$ cat config.mk
export PLATFORM = sky130hd
export DESIGN_NAME = wdog_strobe_timer
export DESIGN_NICKNAME = d
export VERILOG_FILES = /design/src/rtl/wdt_pkg.sv /design/src/rtl/wdt_ctrl_reg.sv /design/src/rtl/wdt_down_counter.sv /design/src/rtl/wdt_event_flag.sv /design/src/rtl/wdog_strobe_timer.sv
export SDC_FILE = /design/constraint.sdc
export NUM_CORES = 1
export LEC_CHECK = 0
export ABC_AREA = 1
export ABC_CLOCK_PERIOD_IN_PS = 2100
export BUFFER_PORTS_ARGS = -buffer_cell sky130_fd_sc_hd__clkbuf_2
export CORE_MARGIN = 3
export CORE_UTILIZATION = 50
export DETAILED_ROUTE_END_ITERATION = 10
export PLACE_DENSITY = 0.86
export SLEW_MARGIN = 10
export SYNTH_ARGS = -nofsm -noshare
export SYNTH_HDL_FRONTEND = slang
export SYNTH_HIERARCHICAL = 1
export SYNTH_SLANG_ARGS = --single-unit
$ cat constraint.sdc
create_clock -name clk -period 2.1 [get_ports clk]
set_input_delay 0.315 -clock clk [delete_from_list [all_inputs] [get_ports clk]]
set_output_delay 0.315 -clock clk [all_outputs]
set_load 0.01 [all_outputs]
$ cat src/rtl/wdt_pkg.sv
package wdt_pkg;

  localparam int WDT_TMO_W = 6;
  localparam int WDT_REG_W = WDT_TMO_W + 2;
  localparam int WDT_STB_BIT = WDT_REG_W - 1;
  localparam int WDT_LCK_BIT = WDT_REG_W - 2;

  typedef logic [WDT_TMO_W-1:0] tmo_t;
  typedef logic [WDT_REG_W-1:0] reg_t;

  // A write asks for a reload when it strobes or when the timeout field is open.
  function automatic logic wdt_reload_request(input logic wr, input reg_t data,
                                              input logic locked);
    return wr & (data[WDT_STB_BIT] | ~locked);
  endfunction

  // Next count for a counting tick: a pending reload wins over the decrement.
  function automatic tmo_t wdt_next_count(input tmo_t cnt, input tmo_t tmo,
                                          input logic go, input logic pend);
    tmo_t nxt;
    nxt = cnt;
    if (go) begin
      if (pend) nxt = tmo;
      else if (cnt != '0) nxt = cnt - tmo_t'(1);
    end
    return nxt;
  endfunction

  // Expiry happens on the tick that takes the counter from one to zero.
  function automatic logic wdt_expires(input tmo_t cnt, input tmo_t tmo,
                                       input logic go, input logic pend);
    return go & ~pend & (cnt == tmo_t'(1)) & (tmo != '0);
  endfunction

  function automatic reg_t wdt_readback(input logic locked, input tmo_t tmo);
    return {1'b0, locked, tmo};
  endfunction

endpackage

$ cat src/rtl/wdt_ctrl_reg.sv
module wdt_ctrl_reg
  import wdt_pkg::*;
#(
  parameter tmo_t RST_TMO = tmo_t'(63),
  parameter logic RST_LOCK = 1'b0
) (
  input  logic clk,
  input  logic rst_n,
  input  logic wr_en,
  input  reg_t wr_data,
  input  logic tick_go,
  output tmo_t tmo_q,
  output logic lock_q,
  output logic pend_q
);

  logic req;
  assign req = wdt_reload_request(wr_en, wr_data, lock_q);

  always_ff @(posedge clk or negedge rst_n) begin
    if (!rst_n) begin
      tmo_q  <= RST_TMO;
      lock_q <= RST_LOCK;
      pend_q <= 1'b0;
    end else begin
      if (wr_en) begin
        lock_q <= wr_data[WDT_LCK_BIT];
        if (!lock_q) tmo_q <= wr_data[WDT_TMO_W-1:0];
      end
      pend_q <= req | (pend_q & ~tick_go);
    end
  end

endmodule

$ cat src/rtl/wdt_down_counter.sv
module wdt_down_counter
  import wdt_pkg::*;
#(
  parameter tmo_t RST_TMO = tmo_t'(63)
) (
  input  logic clk,
  input  logic rst_n,
  input  logic tick_go,
  input  logic pend,
  input  tmo_t tmo,
  output tmo_t cnt_q,
  output logic expire
);

  assign expire = wdt_expires(cnt_q, tmo, tick_go, pend);

  always_ff @(posedge clk or negedge rst_n) begin
    if (!rst_n) cnt_q <= RST_TMO;
    else        cnt_q <= wdt_next_count(cnt_q, tmo, tick_go, pend);
  end

endmodule

$ cat src/rtl/wdt_event_flag.sv
module wdt_event_flag (
  input  logic clk,
  input  logic rst_n,
  input  logic expire,
  input  logic flags_rd,
  output logic flag_q,
  output logic pulse_q
);

  always_ff @(posedge clk or negedge rst_n) begin
    if (!rst_n) begin
      flag_q  <= 1'b0;
      pulse_q <= 1'b0;
    end else begin
      pulse_q <= expire;
      flag_q  <= expire | (flag_q & ~flags_rd);
    end
  end

endmodule

$ cat src/rtl/wdog_strobe_timer.sv
module wdog_strobe_timer
  import wdt_pkg::*;
#(
  parameter tmo_t RST_TMO = tmo_t'(63),
  parameter logic RST_LOCK = 1'b0
) (
  input  logic                 clk,
  input  logic                 rst_n,
  input  logic                 tick_i,
  input  logic                 osc_run_i,
  input  logic                 wr_en_i,
  input  logic [WDT_REG_W-1:0] wr_data_i,
  input  logic                 flags_rd_i,
  output logic [WDT_REG_W-1:0] rd_data_o,
  output logic                 flag_o,
  output logic                 timeout_o
);

  logic tick_go;
  logic lock_q;
  logic pend_q;
  logic expire_evt;
  tmo_t tmo_q;
  tmo_t cnt_q;

  assign tick_go = tick_i & osc_run_i;

  wdt_ctrl_reg #(.RST_TMO(RST_TMO), .RST_LOCK(RST_LOCK)) u_reg (
    .clk(clk), .rst_n(rst_n), .wr_en(wr_en_i), .wr_data(wr_data_i),
    .tick_go(tick_go), .tmo_q(tmo_q), .lock_q(lock_q), .pend_q(pend_q)
  );

  wdt_down_counter #(.RST_TMO(RST_TMO)) u_cnt (
    .clk(clk), .rst_n(rst_n), .tick_go(tick_go), .pend(pend_q),
    .tmo(tmo_q), .cnt_q(cnt_q), .expire(expire_evt)
  );

  wdt_event_flag u_flag (
    .clk(clk), .rst_n(rst_n), .expire(expire_evt), .flags_rd(flags_rd_i),
    .flag_q(flag_o), .pulse_q(timeout_o)
  );

  assign rd_data_o = wdt_readback(lock_q, tmo_q);

endmodule

==> impl_metrics.tcl <==
set metrics [dict create \
    layout_commonest_cell "nand2_1" \
    finalCriticalPeriod_ps 1330 \
    grt_max_degree 17 \
    crit_type "flop to flop" \
    core_area_mm2 0.00161 \
    post-cts-setup-buffers 0 \
    totalWireLength_um 1700 \
    fin_worst_hold_slack_ps 218 \
    cts_tree "done" \
    synthCells 114 \
    tns_ps 0 \
    fin_skew_ps 2.22 \
    drtAntennaViolNets 0 \
    endpoint_kind "flop" \
    vias 786 \
    layout-drive-gt1-share_pct 33.6 \
    synth.avg_cell_area_um2 7.99 \
    postPlaceCellArea_mm2 0.00102 \
    die_h_um 48.7 \
    startpoint_type "flop" \
    maxCapViolCount 0 \
    root_buffer "clkbuf_4" \
    cts_sinks 16 \
    ir_worst_vdd_uv 632 \
    grt_pass1_wl_um 3100 \
    nets 155 \
    via_per_inst 4.88 \
    rsz0062_at_grt "false" \
    synth_warnings 6 \
    grt-ovfl-total 0 \
    antenna_cells 0 \
    port_buffers 22 \
    first_pass_iters 4 \
    cp.required_ps 2310 \
    syn_to_final_growth_pct 16.8 \
    finalPower_mw 0.950 \
    die-area_mm2 0.00237 \
    drt_iter0_drc 11 \
    seq_area_frac_synth_pct 45.6 \
    antenna_found_initial 0 \
    hp-class "input pin to flop" \
    insertion_delay_ps 280 \
    io_pins 24 \
    drc 0 \
    cts_buffers 3 \
    synth_seq_cells 16 \
    cts_buffer_depth 2 \
    start_util_pct 56.5 \
    drt-wirelength-per-cell_um 10.5 \
    syn-cell-area_um2 911 \
    maxSlewViolCount 0 \
    syn-num-nets 131 \
    design_area_mm2 0.00106 \
    fin_crit_sh_pct 63.2 \
    p_per_area_mw_per_mm2 893 \
    synthDistinctLibCells 21 \
    setup_violations 0 \
    worstPathMaxFanout 8 \
    rows 14 \
    status "complete, no violations" \
    crit_arrival_ps 1540 \
    p_leak_nw 0.571 \
    hpwl_um 1370 \
    hold_violations 0 \
    cts_max_level 1 \
    grt_use_total_pct 16.4 \
    die_w_um 48.7 \
    clk_pin_slew_ps 90 \
    final_cell_mix "nand2_1 (45), clkbuf_2 (22), nand3_1 (13), dfstp_2 (12), inv_1 (9)" \
    n_fill_cell 148 \
    place_congestion 0.912 \
    fmax_ghz 0.754 \
    grt_pass1_vias 732 \
]
[layer usage]
layer / part of all wire [%] / track usage [%] / vias to the layer above
met3: 4.7 / 2.76 / 2
met2: 49 / 26.9 / 21
met4: 0.65 / 7.11 / 0
met5: 0 / 0 / -
li1: - / - / 406
met1: 45 / 21.1 / 357
[per-stage QoR]
| step | cells | util [%] | setup WS [ps] |
|---|---|---|---|
| 2_1_floorplan | 114 | - | 877 |
| 3_3_place_gp | 156 | 63.1 | 835 |
| 3_5_place_dp | 156 | 63.1 | 797 |
| 4_1_cts | 161 | 66.0 | 776 |
| 5_1_grt | 161 | 66.0 | 639 |
| 6_report | 161 | 66.0 | 773 |
[report_power, final]
group	total, mW	leakage, nW	switching [mW]	internal, mW
logic	0.283	0.375	0.172	0.111
registers	0.467	0.176	0.0653	0.402
clock network	0.200	0.0210	0.0942	0.106
total	0.950	0.571	0.331	0.618
[cell families (layout without fill, tap and decap cells)]
family,count (synthesis),in the layout,synth area share [%]
AO/OA/AOI/OAI,7,7,3.85
buffers and inverters,16,39,8.65
multiplexers,1,1,1.10
flip-flops,16,16,45.6
other,1,1,0.412
AND/OR/NAND/NOR,70,70,36.3
adder cells (fa/ha/maj),3,3,4.12
[state kept, by name (all words and copies together) (netlist names)]
signal and count:
u_reg/pend_q 1, u_reg/lock_q 1, u_cnt/cnt_q 6, u_reg/tmo_q 6, u_flag/pulse_q 1, u_flag/flag_q 1
[cell usage after synthesis (all sizes together)]
| cell type | count | share of area, % |
|---|---|---|
| nand2 | 47 | 21 |
| nand3 | 13 | 7.1 |
| nor3 | 1 | 0.55 |
| buf | 4 | 3.7 |
| ha | 3 | 4.1 |
| o21ai | 5 | 2.7 |
| conb | 1 | 0.41 |
| dfstp | 12 | 35 |
| inv | 12 | 4.9 |
| nand4 | 3 | 3.7 |
| a21oi | 2 | 1.1 |
| dfrtp | 4 | 11 |
| mux2i | 1 | 1.1 |
| nor2 | 5 | 3.2 |
| nor4 | 1 | 0.69 |
[worst max-delay path, cell delays in order (launching register included)]
cell     delay, ps
dfstp_2        570
inv_1           70
ha_1           230
nand4_4        120
nand2_4         90
o21ai_0        170
[timing repair]
item	in CTS	in global routing
resized for setup	0	0
hold endpoints to repair	4	0
hold buffers	1	0
[area by class of cell]
type | instances | area (µm²) | share of cell area (%)
clock buffers | 4 | 36.3 | 3.41
inverters | 12 | 45.0 | 4.24
multi-input cells | 82 | 417 | 39.2
flip-flops and latches | 16 | 415 | 39.1
well taps | 24 | 30.0 | 2.82
repair buffers | 23 | 120 | 11.3
[path summary, 6_finish.rpt]
check,startpoint,endpoint,slack (ps),cells past startpoint
setup / recovery,u_cnt/cnt_q[0],u_cnt/cnt_q[2],770,5
hold / removal,wr_data_i[2],u_reg/tmo_q[2],220,3
setup reg to reg,u_cnt/cnt_q[0],u_cnt/cnt_q[2],770,5
hold reg to reg,u_reg/tmo_q[4],u_reg/tmo_q[4],490,2
max in group asynchronous,rst_n,u_cnt/cnt_q[2],1310,2
min in group asynchronous,rst_n,u_reg/lock_q,470,2
Note: power is estimated with default switching activity, not from simulation.
